==> config.mk <==
export PLATFORM = sky130hd
export DESIGN_NAME = dps_sequencer
export DESIGN_NICKNAME = d
export VERILOG_FILES = /design/src/rtl/dps_pkg.sv /design/src/rtl/dps_step_rom.sv /design/src/rtl/dps_pause_timer.sv /design/src/rtl/dps_req_hold.sv /design/src/rtl/dps_sequencer.sv
export SDC_FILE = /design/constraint.sdc
export NUM_CORES = 1
export LEC_CHECK = 0
export BUFFER_PORTS_ARGS = -buffer_cell sky130_fd_sc_hd__buf_2
export CORE_ASPECT_RATIO = 2
export CORE_UTILIZATION = 60
export DETAILED_ROUTE_END_ITERATION = 10
export PLACE_DENSITY = 0.76
export RECOVER_POWER = 25
export SLEW_MARGIN = 0
export SYNTH_ARGS = -nofsm -noshare
export SYNTH_HDL_FRONTEND = slang
export SYNTH_SLANG_ARGS = --single-unit
==> constraint.sdc <==
create_clock -name clk -period 7.4 [get_ports clk]
set_clock_uncertainty 0.15 [all_clocks]
set_input_delay 0 -clock clk [delete_from_list [all_inputs] [get_ports clk]]
set_output_delay 0 -clock clk [all_outputs]
set_load 0.01 [all_outputs]
==> src/rtl/dps_pkg.sv <==
// Shared types for the display power-up sequencer.
// Assumes register indices of 8 bits and register values of 16 bits.
package dps_pkg;

    localparam int ADDR_W = 8;
    localparam int DATA_W = 16;
    localparam int IDX_W  = 5;
    localparam logic [DATA_W-1:0] ID_MATCH = 16'h0139;

    typedef enum logic [1:0] {
        K_WRITE = 2'd0,
        K_PAUSE = 2'd1,
        K_END   = 2'd2
    } step_kind_t;

    typedef enum logic [2:0] {
        PRG_UP0   = 3'd0,
        PRG_UP1   = 3'd1,
        PRG_ON0   = 3'd2,
        PRG_ON1   = 3'd3,
        PRG_OFF0  = 3'd4,
        PRG_OFF1  = 3'd5
    } prog_t;

    typedef struct packed {
        step_kind_t          kind;
        logic [ADDR_W-1:0]   addr;
        logic [DATA_W-1:0]   val;   // write value, or pause length in units
    } step_t;

    function automatic step_t wr(input logic [ADDR_W-1:0] a, input logic [DATA_W-1:0] v);
        step_t s;
        s.kind = K_WRITE;
        s.addr = a;
        s.val  = v;
        return s;
    endfunction

    function automatic step_t pause(input logic [DATA_W-1:0] units);
        step_t s;
        s.kind = K_PAUSE;
        s.addr = '0;
        s.val  = units;
        return s;
    endfunction

    function automatic step_t fin();
        step_t s;
        s.kind = K_END;
        s.addr = '0;
        s.val  = '0;
        return s;
    endfunction

endpackage

==> src/rtl/dps_step_rom.sv <==
// Constant program tables: returns the step at (program, index).
// Assumes every program ends with an END entry before index 2**IDX_W.
module dps_step_rom
    import dps_pkg::*;
(
    input  prog_t             prog,
    input  logic [IDX_W-1:0]  idx,
    output step_t             step
);

    // Table lookup for the selected program.
    always_comb begin
        step = fin();
        unique case (prog)
            PRG_UP0: begin
                case (idx)
                    5'd0:  step = wr(8'h07, 16'h0000);
                    5'd1:  step = wr(8'h13, 16'h0000);
                    5'd2:  step = pause(16'd1);
                    5'd3:  step = wr(8'h11, 16'h3304);
                    5'd4:  step = wr(8'h14, 16'h1300);
                    5'd5:  step = wr(8'h10, 16'h1A20);
                    5'd6:  step = wr(8'h13, 16'h0040);
                    5'd7:  step = pause(16'd5);
                    5'd8:  step = wr(8'h13, 16'h0060);
                    5'd9:  step = wr(8'h13, 16'h0070);
                    5'd10: step = pause(16'd20);
                    5'd11: step = wr(8'h01, 16'h0127);
                    5'd12: step = wr(8'h03, 16'h1030);
                    5'd13: step = wr(8'h07, 16'h0015);
                    5'd14: step = pause(16'd3);
                    5'd15: step = wr(8'h07, 16'h0017);
                    5'd16: step = wr(8'h20, 16'h0000);
                    5'd17: step = wr(8'h21, 16'h0000);
                    5'd18: step = wr(8'h22, 16'h0000);
                    default: step = fin();
                endcase
            end
            PRG_UP1: begin
                case (idx)
                    5'd0:  step = wr(8'h07, 16'h0000);
                    5'd1:  step = wr(8'h12, 16'h0000);
                    5'd2:  step = pause(16'd1);
                    5'd3:  step = wr(8'h11, 16'h000C);
                    5'd4:  step = wr(8'h12, 16'h0A1C);
                    5'd5:  step = wr(8'h10, 16'h7404);
                    5'd6:  step = pause(16'd5);
                    5'd7:  step = wr(8'h07, 16'h0009);
                    5'd8:  step = wr(8'h12, 16'h065C);
                    5'd9:  step = pause(16'd20);
                    5'd10: step = wr(8'h07, 16'h0009);
                    5'd11: step = pause(16'd4);
                    5'd12: step = wr(8'h07, 16'h0109);
                    5'd13: step = pause(16'd4);
                    5'd14: step = wr(8'h07, 16'h010B);
                    default: step = fin();
                endcase
            end
            PRG_ON0: begin
                case (idx)
                    5'd0:  step = wr(8'h00, 16'h0001);
                    5'd1:  step = pause(16'd1);
                    5'd2:  step = wr(8'h10, 16'h0000);
                    5'd3:  step = pause(16'd1);
                    5'd4:  step = wr(8'h11, 16'h3304);
                    5'd5:  step = wr(8'h14, 16'h1300);
                    5'd6:  step = wr(8'h10, 16'h1A20);
                    5'd7:  step = wr(8'h07, 16'h0015);
                    5'd8:  step = pause(16'd3);
                    5'd9:  step = wr(8'h07, 16'h0017);
                    5'd10: step = wr(8'h20, 16'h0000);
                    5'd11: step = wr(8'h21, 16'h0000);
                    5'd12: step = wr(8'h22, 16'h0000);
                    default: step = fin();
                endcase
            end
            PRG_ON1: begin
                case (idx)
                    5'd0:  step = wr(8'h10, 16'h0400);
                    5'd1:  step = pause(16'd4);
                    5'd2:  step = wr(8'h07, 16'h0000);
                    5'd3:  step = wr(8'h12, 16'h0000);
                    5'd4:  step = pause(16'd1);
                    5'd5:  step = wr(8'h10, 16'h7404);
                    5'd6:  step = pause(16'd5);
                    5'd7:  step = wr(8'h07, 16'h0009);
                    5'd8:  step = pause(16'd4);
                    5'd9:  step = wr(8'h07, 16'h0109);
                    5'd10: step = pause(16'd4);
                    5'd11: step = wr(8'h07, 16'h010B);
                    default: step = fin();
                endcase
            end
            PRG_OFF0: begin
                case (idx)
                    5'd0:  step = wr(8'h07, 16'h0016);
                    5'd1:  step = pause(16'd4);
                    5'd2:  step = wr(8'h07, 16'h0004);
                    5'd3:  step = pause(16'd4);
                    5'd4:  step = wr(8'h10, 16'h1E21);
                    5'd5:  step = pause(16'd1);
                    default: step = fin();
                endcase
            end
            PRG_OFF1: begin
                case (idx)
                    5'd0:  step = wr(8'h0B, 16'h0109);
                    5'd1:  step = wr(8'h07, 16'h0009);
                    5'd2:  step = pause(16'd4);
                    5'd3:  step = wr(8'h07, 16'h0008);
                    5'd4:  step = pause(16'd4);
                    5'd5:  step = wr(8'h10, 16'h0400);
                    5'd6:  step = wr(8'h10, 16'h0401);
                    5'd7:  step = pause(16'd1);
                    default: step = fin();
                endcase
            end
            default: step = fin();
        endcase
    end

endmodule

==> src/rtl/dps_pause_timer.sv <==
// Down-counter for pauses: loaded with units*UNIT_CYCLES, flags the last cycle.
// Assumes units >= 1 and units <= MAX_UNITS.
module dps_pause_timer #(
    parameter int UNIT_CYCLES = 1000,
    parameter int MAX_UNITS   = 20
) (
    input  logic        clk,
    input  logic        rst_n,
    input  logic        load,
    input  logic [15:0] units,
    output logic        expired
);

    localparam int CNT_W = $clog2(MAX_UNITS * UNIT_CYCLES + 1);

    logic [CNT_W-1:0] cnt_q;

    // Load on request, otherwise count down to zero.
    always_ff @(posedge clk) begin
        if (!rst_n) begin
            cnt_q <= '0;
        end else if (load) begin
            cnt_q <= CNT_W'(32'(units) * 32'(UNIT_CYCLES));
        end else if (cnt_q != '0) begin
            cnt_q <= cnt_q - CNT_W'(1);
        end
    end

    assign expired = (cnt_q == CNT_W'(1));

endmodule

==> src/rtl/dps_req_hold.sv <==
// Single-slot holder for on/off pulses; a later pulse overrides, off beats on.
// Assumes pulses are accepted only while accept_en is high.
module dps_req_hold (
    input  logic clk,
    input  logic rst_n,
    input  logic accept_en,
    input  logic on_pulse,
    input  logic off_pulse,
    input  logic take,
    output logic pend_valid,
    output logic pend_off
);

    // Capture a new pulse, or clear the slot when the sequencer takes it.
    always_ff @(posedge clk) begin
        if (!rst_n) begin
            pend_valid <= 1'b0;
            pend_off   <= 1'b0;
        end else if (accept_en && (on_pulse || off_pulse)) begin
            pend_valid <= 1'b1;
            pend_off   <= off_pulse;
        end else if (take) begin
            pend_valid <= 1'b0;
        end
    end

endmodule

==> src/rtl/dps_sequencer.sv <==
// Top: identity read, variant selection, table-driven write/pause programs.
// Assumes the access master holds acc_done high for one cycle per request.
module dps_sequencer
    import dps_pkg::*;
#(
    parameter int UNIT_CYCLES = 1000,
    parameter int MAX_UNITS   = 20
) (
    input  logic              clk,
    input  logic              rst_n,
    input  logic              on_req,
    input  logic              off_req,
    output logic              req_valid,
    output logic              req_write,
    output logic [ADDR_W-1:0] req_addr,
    output logic [DATA_W-1:0] req_wdata,
    input  logic              acc_done,
    input  logic [DATA_W-1:0] acc_rdata,
    output logic              ready,
    output logic              panel_alt
);

    typedef enum logic [2:0] {
        S_ID_REQ, S_ID_WAIT, S_ISSUE, S_ACCESS, S_PAUSE, S_IDLE
    } state_t;

    state_t           state_q;
    prog_t            prog_q;
    logic [IDX_W-1:0] idx_q;
    step_t            cur_step;
    logic             timer_load;
    logic             timer_expired;
    logic             pend_valid;
    logic             pend_off;
    logic             take;

    dps_step_rom u_rom (
        .prog (prog_q),
        .idx  (idx_q),
        .step (cur_step)
    );

    dps_pause_timer #(
        .UNIT_CYCLES (UNIT_CYCLES),
        .MAX_UNITS   (MAX_UNITS)
    ) u_timer (
        .clk     (clk),
        .rst_n   (rst_n),
        .load    (timer_load),
        .units   (cur_step.val),
        .expired (timer_expired)
    );

    dps_req_hold u_hold (
        .clk        (clk),
        .rst_n      (rst_n),
        .accept_en  (ready),
        .on_pulse   (on_req),
        .off_pulse  (off_req),
        .take       (take),
        .pend_valid (pend_valid),
        .pend_off   (pend_off)
    );

    assign timer_load = (state_q == S_ISSUE) && (cur_step.kind == K_PAUSE);
    assign take       = (state_q == S_IDLE) && pend_valid;

    // Main sequencing state machine.
    always_ff @(posedge clk) begin
        if (!rst_n) begin
            state_q   <= S_ID_REQ;
            prog_q    <= PRG_UP0;
            idx_q     <= '0;
            req_valid <= 1'b0;
            req_write <= 1'b0;
            req_addr  <= '0;
            req_wdata <= '0;
            ready     <= 1'b0;
            panel_alt <= 1'b0;
        end else begin
            unique case (state_q)
                S_ID_REQ: begin
                    req_valid <= 1'b1;
                    req_write <= 1'b0;
                    req_addr  <= '0;
                    req_wdata <= '0;
                    state_q   <= S_ID_WAIT;
                end
                S_ID_WAIT: begin
                    if (acc_done) begin
                        req_valid <= 1'b0;
                        panel_alt <= (acc_rdata != ID_MATCH);
                        prog_q    <= (acc_rdata != ID_MATCH) ? PRG_UP1 : PRG_UP0;
                        idx_q     <= '0;
                        state_q   <= S_ISSUE;
                    end
                end
                S_ISSUE: begin
                    unique case (cur_step.kind)
                        K_WRITE: begin
                            req_valid <= 1'b1;
                            req_write <= 1'b1;
                            req_addr  <= cur_step.addr;
                            req_wdata <= cur_step.val;
                            state_q   <= S_ACCESS;
                        end
                        K_PAUSE: state_q <= S_PAUSE;
                        default: begin
                            ready   <= 1'b1;
                            state_q <= S_IDLE;
                        end
                    endcase
                end
                S_ACCESS: begin
                    if (acc_done) begin
                        req_valid <= 1'b0;
                        idx_q     <= idx_q + IDX_W'(1);
                        state_q   <= S_ISSUE;
                    end
                end
                S_PAUSE: begin
                    if (timer_expired) begin
                        idx_q   <= idx_q + IDX_W'(1);
                        state_q <= S_ISSUE;
                    end
                end
                S_IDLE: begin
                    if (pend_valid) begin
                        if (pend_off) prog_q <= panel_alt ? PRG_OFF1 : PRG_OFF0;
                        else          prog_q <= panel_alt ? PRG_ON1  : PRG_ON0;
                        idx_q   <= '0;
                        state_q <= S_ISSUE;
                    end
                end
                default: state_q <= S_IDLE;
            endcase
        end
    end

endmodule

* Word-level counts from Yosys, hierarchy flattened
Memory sizes are Yosys's and may differ from the RTL's. A register that Yosys moved wholly into a read port is not among the register bits.
Cells that the tools add are included.
** Storage, ports and cells
- Register bits after elaboration :: 56
- ROM bits :: 1480
- Bits of input ports :: 21
- Output and inout port bits :: 28
- Word-level logic and storage cells :: 119
- Memories :: 5
** Memory list
- (no name shown) :: depth 32, bits a word 18, read ports 1, clocked after memory_dff 1, wr ports 0, line dps_step_rom.sv:16 : case (idx)
- (no name shown) :: depth 16, bits a word 19, read ports 1, clocked after memory_dff 1, wr ports 0, line dps_step_rom.sv:40 : case (idx)
- (no name shown) :: depth 16, bits a word 17, read ports 1, clocked after memory_dff 1, wr ports 0, line dps_step_rom.sv:60 : case (idx)
- (no name shown) :: depth 16, bits a word 15, read ports 1, clocked after memory_dff 1, wr ports 0, line dps_step_rom.sv:78 : case (idx)
- (no name shown) :: depth 8, bits a word 11, read ports 1, clocked after memory_dff 1, wr ports 0, line dps_step_rom.sv:106 : case (idx)
** Cells by class
- Add/subtract/negate cells :: 2
- Multiply operators :: 1
- Equality and inequality tests :: 24
- Multiplexer cells :: 45
- Bitwise logic cells :: 2
- Reductions and logical operators :: 27
** Operator list (count)
- $pmux W26 S6 :: 1
- $pmux W26 S5 :: 1
- $mux W26 :: 4
- $pmux W16 S2 :: 1
- $mux W15 :: 2
- $mux W5 :: 6
- $mux W3 :: 8
- $mux W4 :: 6
- $pmux W5 S4 :: 1
- $mul A16 B7 Y12 const B :: 1
- $mux W16 :: 1
- $ne A16 B9 Y1 const B :: 1
- $pmux W8 S2 :: 1
- $eq A15 B1 Y1 const B :: 1
- $pmux W3 S5 :: 1
- $reduce_bool A15 Y1 :: 1
- $sub A15 B1 Y15 const B :: 1
- $eq A3 B2 Y1 const B :: 4
- $eq A3 B3 Y1 const B :: 4
- $pmux W3 S2 :: 2
- $eq A5 B2 Y1 const B :: 2
- $eq A5 B3 Y1 const B :: 2
- $reduce_and A3 Y1 :: 3
- $mux W8 :: 1
- 21 further kinds :: 45

* Depth between registers and ports, before layout
Gate-level depths: netlist of run 1.
- Depth after elaboration :: 8
- Gate-level depth with buffers :: 22
- Depth with buffers taken out :: 21

* Cells and area by module
Synthesis of run 1 repeated with hierarchy kept, for this count alone.
** Second synthesis, totals
- Cell total of the unflattened synthesis :: 715
- Area, all modules :: 5656.7 um2
** Modules (own cells, without submodules)
- dps_pause_timer :: instances 1, cells each 239, area an instance 2143.3 um2, seq. area each 300.3 um2
- dps_sequencer :: instances 1, cells each 221, area an instance 1940.6 um2, seq. area each 780.7 um2
- dps_step_rom :: instances 1, cells each 247, area an instance 1495.2 um2, seq. area each 0.0 um2
- dps_req_hold :: instances 1, cells each 8, area an instance 77.6 um2, seq. area each 40.0 um2

* Worst setup path before layout of run 1
OpenSTA, ideal clock, no wires.
- Path kind :: register -> register
- Start point :: register idx_q[0]
- End point :: register u_timer.cnt_q[12]
- Setup time :: 0.065 ns
- Data arrival time :: 5.132 ns
- Required time :: 7.185 ns
- Setup slack :: 2.053 ns
- Cell stages (with the launch flop) :: 21
- Path buffers :: 1
- Clock period less this slack :: 5.347 ns
- Cells stage by stage :: dfxtp_1 > inv_1 > ha_1 > clkbuf_2 > nor4_1 > nor4_1 > a222oi_1 > nand2_1 > fa_1 > fa_1 > inv_1 > fa_1 > fa_1 > inv_1 > ha_1 > a21oi_1 > a2bb2oi_1 > nor2b_1 > xor2_1 > mux2_2 > nor2_1
** Between the ends
- Longest elaborated chain between the ends :: 7
- Elaborated cells between the ends (all ways) :: 14
- Classes of those cells :: mul: 1; eq/ne: 6; mux: 3; reduce/logical: 4
** Ends and longest elaborated chain
- start, declared :: line dps_sequencer.sv:29 : logic [IDX_W-1:0] idx_q;
- start signal, assigned :: line dps_sequencer.sv:117 : idx_q <= idx_q + IDX_W'(1);
- start signal, assigned :: line dps_sequencer.sv:123 : idx_q <= idx_q + IDX_W'(1);
- $eq A5 B1 Y1 or $eq A5 B2 Y1 (tied branches) :: line dps_step_rom.sv:95 : case (idx)
- $reduce_or A2 Y1 (no source line)
- $pmux W26 S5 (*) :: line dps_step_rom.sv:95
- $pmux W26 S6 (*) :: line dps_step_rom.sv:14 : unique case (prog)
- parallel branches: the longest is 3 deep, another holds $mul A16 B7 Y12
- end signal, assigned :: line dps_pause_timer.sv:23 : cnt_q <= CNT_W'(32'(units) * 32'(UNIT_CYCLES));
- end signal, assigned :: line dps_pause_timer.sv:25 : cnt_q <= cnt_q - CNT_W'(1);
- end, declared :: line dps_pause_timer.sv:16 : logic [CNT_W-1:0] cnt_q;
Every way passes the cells marked *.
A chain may end at the register's enable or synchronous reset.

* Worst setup path in the final report of run 1
- Start point :: register prog_q[0]
- End point :: register u_timer.cnt_q[12]
** Between the ends
- Longest elaborated chain between the ends :: 5
- Elaborated cells between the ends (all ways) :: 12
- Classes of those cells :: mul: 1; eq/ne: 6; mux: 2; reduce/logical: 3
** Ends and longest elaborated chain
- start, declared :: line dps_sequencer.sv:28 : prog_t prog_q;
- start signal, assigned :: line dps_sequencer.sv:93 : prog_q <= (acc_rdata != ID_MATCH) ? PRG_UP1 : PRG_UP0;
- start signal, assigned :: line dps_sequencer.sv:129 : if (pend_off) prog_q <= panel_alt ? PRG_OFF1 : PRG_OFF0;
- start signal, assigned :: line dps_sequencer.sv:130 : else prog_q <= panel_alt ? PRG_ON1 : PRG_ON0;
- $eq A3 B3 Y1, or another cell as far along :: line dps_step_rom.sv:14
- $pmux W26 S6 (*) :: line dps_step_rom.sv:14
- parallel branches: the longest is 3 deep, another holds $mul A16 B7 Y12
Marks and branches as above.

==> flow_metrics.env, run 1 <==
export IMPL_power_density_mw_per_mm2=282
export IMPL_post_dp_hpwl_mm=15.2
export IMPL_whs_ns=-0.00870
export IMPL_clkSinkCount=120
export IMPL_gp_congestion=0.927
export IMPL_place_inst=905
export IMPL_grt_pass1_vias=6279
export IMPL_synth_flop_cell="dfxtp_1"
export IMPL_cts_setup_buffers=0
export IMPL_period_minus_slack_ns=6.36
export IMPL_synth_top_family_by_area="simple AND/OR/NAND/NOR gates"
export IMPL_peakVddDrop_mv=0.218
export IMPL_drive_gt1_share_pct=10.4
export IMPL_drc=0
export IMPL_min_path_type="input pin to flip-flop"
export IMPL_vias_per_cell=6.31
export IMPL_avgSynthCellArea_um2=8.89
export IMPL_clk_pin_slew_worst_paths_ns=0.06
export IMPL_cp_common_cell="fa_1"
export IMPL_portBuffers=44
export IMPL_die_height_um=151
export IMPL_area_growth_pct=13.4
export IMPL_hold_violations=1
export IMPL_ios=49
export IMPL_die_area_mm2=0.0116
export IMPL_synth_xor_xnor_area_share_pct=3.95
export IMPL_crit_path_start_kind="flip-flop"
export IMPL_netlist_area_mm2=0.00669
export IMPL_ys_warn_count=0
export IMPL_async_reset_ff_share_pct=0
export IMPL_core_mm2=0.0109
export IMPL_leakage_nw=3.33
export IMPL_drv_cap=0
export IMPL_max_clock_path_buffers=2
export IMPL_drt_wl_total_mm=20.5
export IMPL_cts_buffers=17
export IMPL_antenna_cells=0
export IMPL_seq_area_frac_synth_pct=35.9
export IMPL_layout_nets=876
export IMPL_yosys_area_share_simple_pct=19.1
export IMPL_grt_setup_unrepaired="no"
export IMPL_tns_ns=0
export IMPL_synthAdderAreaFrac_pct=13.7
export IMPL_slowest_delay_ns=0.66
export IMPL_fmax_mhz=157
export IMPL_ant_nets=0
export IMPL_endpoint_kind="flip-flop"
export IMPL_critPathMaxFanout=19
export IMPL_dr_first_iter_drc_count=418
export IMPL_setup_viol=0
export IMPL_die_x_um=76.7
export IMPL_outcome="complete, but fails checks"
export IMPL_core_rowCount=54
export IMPL_first_pass_iters=5
export IMPL_synth_compound_area_share_pct=17.1
export IMPL_final_cells=948
export IMPL_final_common_cell="dfxtp_1"
export IMPL_synth_mux_area_share_pct=3.27
export IMPL_cp_data_required_time_ns=7.54
export IMPL_synth_seq_cells=120
export IMPL_crit_type="flip-flop to flip-flop"
export IMPL_mostFrequentLayoutCells="dfxtp_1, nand2_1, inv_1"
export IMPL_finalCoreUtilization_pct=69.7
export IMPL_clockRootBuffer="clkbuf_16"
export IMPL_grt_pass1_wl_mm=32.4
export IMPL_crit_slowest_cell="clkbuf_1"
export IMPL_cts_tree="yes"
export IMPL_clkLatencyLatePin_ns=0.42
export IMPL_drt_wirelength_per_cell_um=21.6
export IMPL_slew_headroom_pct=21.2
export IMPL_finalCritPeriodShare_pct=85.9
export IMPL_synth_edf_count=0
export IMPL_grt_overflow_total=0
export IMPL_vias=5979
export IMPL_worstPathCellList="nor3_1 > clkbuf_1 > a222oi_1 > nand2_1 > inv_1 > fa_1 > inv_1 > fa_1 > fa_1 > fa_1 > ha_1 > nand2_1 > a2bb2oi_1 > nor2b_1 > xor2_1 > mux2_2 > nor2_1"
export IMPL_total_power_mw=2.14
export IMPL_htree_levels=4
export IMPL_netlist_instances=752
export IMPL_arrival_ns=6.50
export IMPL_report_final_slew_viol_count=0
export IMPL_antenna_found_initial=0
export IMPL_synth_cell_type_count=78
export IMPL_globalRouteTotalUtil_pct=37.5
export IMPL_tightest_slew_ns=1.18
export IMPL_start_util_pct=61.5
export IMPL_grt_start_max_net_pins=52
export IMPL_violations="negative hold slack"
==> power breakdown <==
group,switching [mW],internal [mW],leakage (nW),total [mW]
clock network,0.313,0.505,0.275,0.818
logic,0.337,0.209,2.08,0.545
registers,0.0725,0.705,0.971,0.777
total,0.723,1.42,3.33,2.14
==> synthesized netlist by cell type (4+ instances only) <==
| library cell | number | area, um2 |
|---|---|---|
| or3_1 | 13 | 81.3 |
| a22o_1 | 5 | 43.8 |
| nand2_1 | 79 | 297 |
| o21ai_0 | 14 | 70.1 |
| nor3_1 | 15 | 75.1 |
| xor2_1 | 7 | 61.3 |
| nand3_1 | 41 | 205 |
| a31oi_1 | 4 | 25.0 |
| nor3_2 | 5 | 50.1 |
| a221o_1 | 5 | 50.1 |
| inv_1 | 60 | 225 |
| buf_4 | 6 | 45.0 |
| buf_2 | 15 | 75.1 |
| mux2_2 | 7 | 78.8 |
| dfxtp_1 | 120 | 2400 |
| and3_1 | 9 | 56.3 |
| o2bb2ai_1 | 4 | 35.0 |
| a21o_1 | 8 | 60.1 |
| o21a_1 | 4 | 30.0 |
| nor4_1 | 6 | 37.5 |
| a21oi_1 | 55 | 275 |
| clkbuf_1 | 17 | 63.8 |
| a22oi_1 | 11 | 82.6 |
| o22ai_1 | 10 | 62.6 |
| nand4_1 | 5 | 31.3 |
| fa_1 | 22 | 440 |
| nor2b_1 | 7 | 43.8 |
| ha_1 | 38 | 475 |
| a222oi_1 | 4 | 40.0 |
| o211ai_1 | 7 | 52.6 |
| mux2i_1 | 14 | 140 |
| xnor2_1 | 20 | 175 |
| nor2_1 | 45 | 169 |
==> metrics by stage <==
step / setup slack, ns / hold WS [ns] / cell area (um2)
after floorplan: 2.05 / 0.0150 / 6700
after global routing: 0.782 / 0.0834 / 7580
after CTS: 1.44 / 0.00679 / 7640
after detailed placement: 1.56 / 0.135 / 6940
final: 1.04 / -0.00870 / 7580
after global placement: 1.78 / 0.125 / 6940
==> cell families (layout without fill, tap and decap cells) <==
kind of cell | Yosys count | after routing
buf+inv | 105 | 158
mux | 21 | 21
fa+ha+maj | 60 | 60
flops | 120 | 120
xor+xnor | 28 | 28
simple gates | 252 | 252
compound gates | 165 | 165
other cells | 1 | 4
==> final timing paths <==
| check | startpoint | endpoint | slack, ns | depth (start not counted) |
|---|---|---|---|---|
| setup reg to reg | prog_q[0] | u_timer.cnt_q[12] | 1.04 | 17 |
| hold / removal | acc_rdata[1] | prog_q[0] | -0.009 | 6 |
| setup / recovery | prog_q[0] | u_timer.cnt_q[12] | 1.04 | 17 |
| hold reg to reg | req_write | req_write | 0.31 | 2 |
==> critical path, delay by kind of cell (launching register included) <==
family | cells | cell delay (ns)
XOR/XNOR | 1 | 0.20
flip-flops | 1 | 0.51
AO/OA/AOI/OAI | 2 | 0.51
AND/OR/NAND/NOR | 5 | 1.18
adder cells (fa/ha/maj) | 5 | 2.54
buffers and inverters | 3 | 0.93
multiplexers | 1 | 0.18
==> metal layers <==
layer	share of wire (%)	track usage, %	vias to the layer above
met5	0	0	-
met4	9.0	35.0	0
met3	4.0	7.35	118
met2	54	69.0	265
met1	33	33.9	2871
li1	-	-	2725
==> final cells by class <==
cell class                 count  area (um2)
clock buffer                  18         439
inverter                      61         229
clock inverter                14         148
tap                          140         175
timing repair buffer          65         368
fill                         881        3300
sequential                   120        2400
multi-input combinational    530        3820
==> timing repair <==
action | CTS | global route
endpoints found under the setup margin | 0 | 0
endpoints found under the hold margin | 8 | 0
hold buffers | 11 | 0
gates resized for setup | 0 | 0
Power figures use the tool's default switching activity.
==> run 2: changes to the inputs <==
- REMOVE_ABC_BUFFERS: default -> 1
==> flow_metrics.env, run 2 (synthesized netlist as in run 1, its figures left out) <==
export IMPL_min_path_type="input pin to flip-flop"
export IMPL_antenna_found_initial=0
export IMPL_tns_ns=0
export IMPL_drc=0
export IMPL_final_common_cell="dfxtp_1"
export IMPL_max_clock_path_buffers=2
export IMPL_power_density_mw_per_mm2=288
export IMPL_portBuffers=44
export IMPL_crit_slowest_cell="nor4b_2"
export IMPL_crit_type="flip-flop to flip-flop"
export IMPL_vias_per_cell=6.22
export IMPL_outcome="completed"
export IMPL_arrival_ns=6.29
export IMPL_drt_wl_total_mm=19.5
export IMPL_grt_pass1_wl_mm=31.4
export IMPL_vias=5877
export IMPL_peakVddDrop_mv=0.191
export IMPL_gp_congestion=1.03
export IMPL_drt_wirelength_per_cell_um=20.6
export IMPL_dr_first_iter_drc_count=385
export IMPL_cp_startpoint="prog_q[1]"
export IMPL_start_util_pct=61.5
export IMPL_grt_overflow_total=0
export IMPL_cts_tree="yes"
export IMPL_grt_start_max_net_pins=51
export IMPL_hold_violations=0
export IMPL_globalRouteTotalUtil_pct=35.9
export IMPL_total_power_mw=2.19
export IMPL_finalCritPeriodShare_pct=82.3
export IMPL_leakage_nw=3.34
export IMPL_critPathMaxFanout=17
export IMPL_die_height_um=151
export IMPL_clk_pin_slew_worst_paths_ns=0.06
export IMPL_clkLatencyLatePin_ns=0.42
export IMPL_wl_met1_mm=6.36
export IMPL_crit_path_start_kind="flip-flop"
export IMPL_mostFrequentLayoutCells="dfxtp_1, nand2_1, inv_1"
export IMPL_core_rowCount=54
export IMPL_ff2ff_path_depth=16
export IMPL_htree_levels=4
export IMPL_post_dp_hpwl_mm=14.5
export IMPL_cts_buffers=17
export IMPL_route_met2_wl_mm=10.8
export IMPL_first_pass_iters=6
export IMPL_report_final_slew_viol_count=0
export IMPL_holdPathStages=4
export IMPL_period_minus_slack_ns=6.09
export IMPL_cp_common_cell="fa_1"
export IMPL_slowest_delay_ns=0.98
export IMPL_dr_wl_met3_um=860
export IMPL_grt_setup_unrepaired="no"
export IMPL_slew_headroom_pct=20.1
export IMPL_setup_viol=0
export IMPL_clockRootBuffer="clkbuf_16"
export IMPL_endpoint_kind="flip-flop"
export IMPL_worstPathCellList="nor4b_2 > a222oi_1 > nand2_1 > fa_1 > fa_1 > inv_1 > fa_1 > fa_1 > inv_1 > ha_1 > a21oi_1 > a2bb2oi_1 > nor2b_1 > xor2_1 > mux2_2 > nor2_1"
export IMPL_top_layer="met4"
export IMPL_layout_nets=873
export IMPL_area_growth_pct=13.5
export IMPL_fillerInstances=898
export IMPL_tightest_slew_ns=1.20
export IMPL_hp_start="on_req"
export IMPL_fmax_mhz=164
export IMPL_ios=49
export IMPL_die_x_um=76.7
export IMPL_cp_data_required_time_ns=7.60
export IMPL_antenna_cells=0
export IMPL_clkSinkCount=120
export IMPL_drive_gt1_share_pct=10.6
export IMPL_die_area_mm2=0.0116
export IMPL_worstReg2RegStart="prog_q[1]"
export IMPL_ant_nets=0
export IMPL_drv_cap=0
export IMPL_grt_pass1_vias=6136
export IMPL_core_mm2=0.0109
## run 2: path summary, 6_finish.rpt
| kind | slack [ns] | endpoint |
|---|---|---|
| hold reg to reg | 0.31 | u_hold.pend_valid |
| hold / removal | 0.30 | u_hold.pend_valid |
| setup reg to reg | 1.31 | u_timer.cnt_q[12] |
| setup / recovery | 1.31 | u_timer.cnt_q[12] |
## run 2: final cells by class
class                      count  area [um2]  share of cell area [%]
tap                          140         175                    2.31
timing repair buffer          62         344                    4.53
inverter                      61         229                    3.02
multi-input combinational    530        3820                    50.4
clock inverter                15         190                    2.51
sequential                   120        2400                    31.6
clock buffer                  17         425                    5.60
## run 2: where the power goes
group	switching (mW)	total [mW]	internal, mW	leakage (nW)
Combinational	0.339	0.549	0.210	2.07
Clock	0.326	0.863	0.537	0.300
Sequential	0.0712	0.776	0.705	0.971
## run 2: metal layers
| metal | vias to the layer above | GRT usage [%] |
|---|---|---|
| met2 | 238 | 69.5 |
| li1 | 2717 | - |
| met1 | 2822 | 32.1 |
| met3 | 100 | 6.81 |
| met4 | 0 | 27.7 |
| met5 | - | 0 |
## run 2: per-stage QoR
| stage | cells | area (um2) | hold WS [ns] | setup slack (ns) | util, % |
|---|---|---|---|---|---|
| floorplan | 711 | 6470 | 0.00441 | 1.66 | - |
| global placement | 904 | 6930 | 0.117 | 1.66 | 63.7 |
| detailed placement | 904 | 6930 | 0.128 | 1.39 | 63.7 |
| CTS | 945 | 7640 | 0.293 | 1.38 | 70.2 |
| global route | 945 | 7590 | 0.336 | 1.09 | 69.8 |
| finish | 945 | 7590 | 0.299 | 1.31 | 69.8 |
## run 2: worst max-delay path: cells and delay by family (launching register included)
kind / cells / cell delay (ns)
flops: 1 / 0.67
simple gates: 4 / 1.66
compound gates: 3 / 0.75
xor+xnor: 1 / 0.10
buf+inv: 2 / 0.10
fa+ha+maj: 5 / 2.35
mux: 1 / 0.27
## run 2: timing repair
item                                   CTS  global route
hold buffers                             9             0
resized for setup                        0             0
setup buffers                            0             0
endpoints found under the hold margin    8             0
setup endpoints to repair                0             0
==> run 3: changes to the inputs <==
- clock period: 7.4 -> 6 ns (I/O delays scaled with it)
==> flow_metrics.env, run 3 (synthesized netlist as in run 1, its figures left out) <==
export IMPL_outcome="completed"
export IMPL_layout_nets=883
export IMPL_clockRootBuffer="clkbuf_16"
export IMPL_grt_overflow_total=0
export IMPL_first_pass_iters=6
export IMPL_drt_wl_total_mm=19.2
export IMPL_drive_gt1_share_pct=11.8
export IMPL_slowest_delay_ns=0.65
export IMPL_vias_per_cell=6.17
export IMPL_die_x_um=76.7
export IMPL_finalCoreUtilization_pct=69.9
export IMPL_portBuffers=44
export IMPL_core_rowCount=54
export IMPL_drc=0
export IMPL_grt_pass1_vias=5954
export IMPL_crit_family="adder cells"
export IMPL_area_growth_pct=13.7
export IMPL_leakage_nw=3.36
export IMPL_start_util_pct=61.5
export IMPL_post_dp_hpwl_mm=14.4
export IMPL_htree_levels=4
export IMPL_critPathMaxFanout=13
export IMPL_globalRouteTotalUtil_pct=35.4
export IMPL_cts_setup_buffers=0
export IMPL_ant_nets=0
export IMPL_die_area_mm2=0.0116
export IMPL_gp_congestion=0.981
export IMPL_core_mm2=0.0109
export IMPL_power_density_mw_per_mm2=341
export IMPL_drv_cap=0
export IMPL_worstPathCellList="nor4b_1 > buf_4 > a222oi_1 > nand2_1 > inv_1 > fa_1 > inv_1 > fa_1 > fa_1 > inv_1 > fa_1 > inv_1 > ha_1 > or2_2 > a21oi_1 > a21oi_1 > nor2_1 > nand2_1 > o221ai_1"
export IMPL_clkSinkCount=120
export IMPL_fillerInstances=869
export IMPL_finalCritPeriodShare_pct=94.0
export IMPL_grt_setup_unrepaired="no"
export IMPL_period_minus_slack_ns=5.64
export IMPL_report_final_slew_viol_count=0
export IMPL_ios=49
export IMPL_cp_data_required_time_ns=6.19
export IMPL_vias=5893
export IMPL_crit_path_start_kind="flip-flop"
export IMPL_min_path_type="input pin to flip-flop"
export IMPL_tightest_slew_ns=1.09
export IMPL_peakVddDrop_mv=0.248
export IMPL_tns_ns=0
export IMPL_grt_pass1_wl_mm=30.8
export IMPL_antenna_cells=0
export IMPL_path_buf_inv=5
export IMPL_endpoint_kind="flip-flop"
export IMPL_clkLatencyLatePin_ns=0.42
export IMPL_cts_tree="yes"
export IMPL_arrival_ns=5.83
export IMPL_mostFrequentLayoutCells="dfxtp_1, nand2_1, inv_1"
export IMPL_antenna_found_initial=0
export IMPL_fmax_mhz=177
export IMPL_hold_violations=0
export IMPL_slew_headroom_pct=27.4
export IMPL_dr_first_iter_drc_count=409
export IMPL_crit_type="flip-flop to flip-flop"
export IMPL_max_clock_path_buffers=2
export IMPL_grt_start_max_net_pins=52
export IMPL_final_common_cell="dfxtp_1"
export IMPL_drt_wirelength_per_cell_um=20.1
export IMPL_die_height_um=151
export IMPL_clk_pin_slew_worst_paths_ns=0.06
export IMPL_setup_viol=0
export IMPL_crit_slowest_cell="nor4b_1"
export IMPL_cts_buffers=17
[run 3: cell types whose count changed in the layout (fill, tap and decap cells not counted), moves of 2 or more]
cell | before | now
clkinv_4 | 4 | 2
buf_4 | 8 | 18
bufinv_16 | 3 | 0
clkinvlp_4 | 1 | 5
[run 3: cell type report]
class	count	area (um2)	share of cell area (%)
clock buffer	18	439	5.77
clock inverter	14	115	1.51
inverter	61	229	3.01
multi-input combinational	530	3820	50.3
sequential	120	2400	31.6
tap	140	175	2.30
timing repair buffer	72	419	5.51
[run 3: path summary, 6_finish.rpt]
check	from	end	slack, ns	cells past startpoint
max	prog_q[0]	u_timer.cnt_q[14]	0.36	19
max reg2reg	prog_q[0]	u_timer.cnt_q[14]	0.36	19
min	acc_rdata[13]	prog_q[0]	0.008	6
min reg2reg	req_write	req_write	0.31	2
[run 3: stage by stage]
step           worst slack [ns]  cell area (um2)  hold slack (ns)  power [mW]  std cells
3_5_place_dp              0.410             7010            0.125        1.64        914
6_report                  0.363             7610          0.00787        2.60        955
4_1_cts                   0.352             7650           0.0258        2.59        955
5_1_grt                  0.0192             7610           0.0523        2.71        955
3_3_place_gp              0.523             7010            0.119        1.62        914
2_1_floorplan             0.255             6470          0.00441        1.44        711
[run 3: timing repair]
item                       in CTS  in global routing
hold buffers                    9                  0
setup endpoints to repair       0                  2
resized for setup               0                  1
hold endpoints to repair        7                  0
[run 3: per-layer routing]
layer,routed length (um),part of all wire (%),global-route usage [%],vias to the layer above
met4,1470,7.7,27.1,0
met2,10500,55,67.3,260
li1,-,-,-,2747
met1,6270,33,33.0,2794
met5,0,0,0,-
met3,927,4.8,6.20,92
[run 3: power by group]
part | leakage (nW) | total (mW) | switching, mW | internal [mW]
logic | 2.13 | 0.690 | 0.426 | 0.264
registers | 0.972 | 0.951 | 0.0822 | 0.869
clock network | 0.258 | 0.954 | 0.407 | 0.547
total | 3.36 | 2.60 | 0.916 | 1.68
[run 3: worst register-to-register path, stage by stage (launching register included)]
cell	delay [ns]
dfxtp_1	0.59
nor4b_1	0.65
buf_4	0.30
a222oi_1	0.13
nand2_1	0.11
inv_1	0.13
fa_1	0.55
inv_1	0.05
fa_1	0.48
fa_1	0.54
inv_1	0.05
fa_1	0.52
inv_1	0.04
ha_1	0.32
or2_2	0.33
a21oi_1	0.17
a21oi_1	0.08
nor2_1	0.11
nand2_1	0.06
o221ai_1	0.18
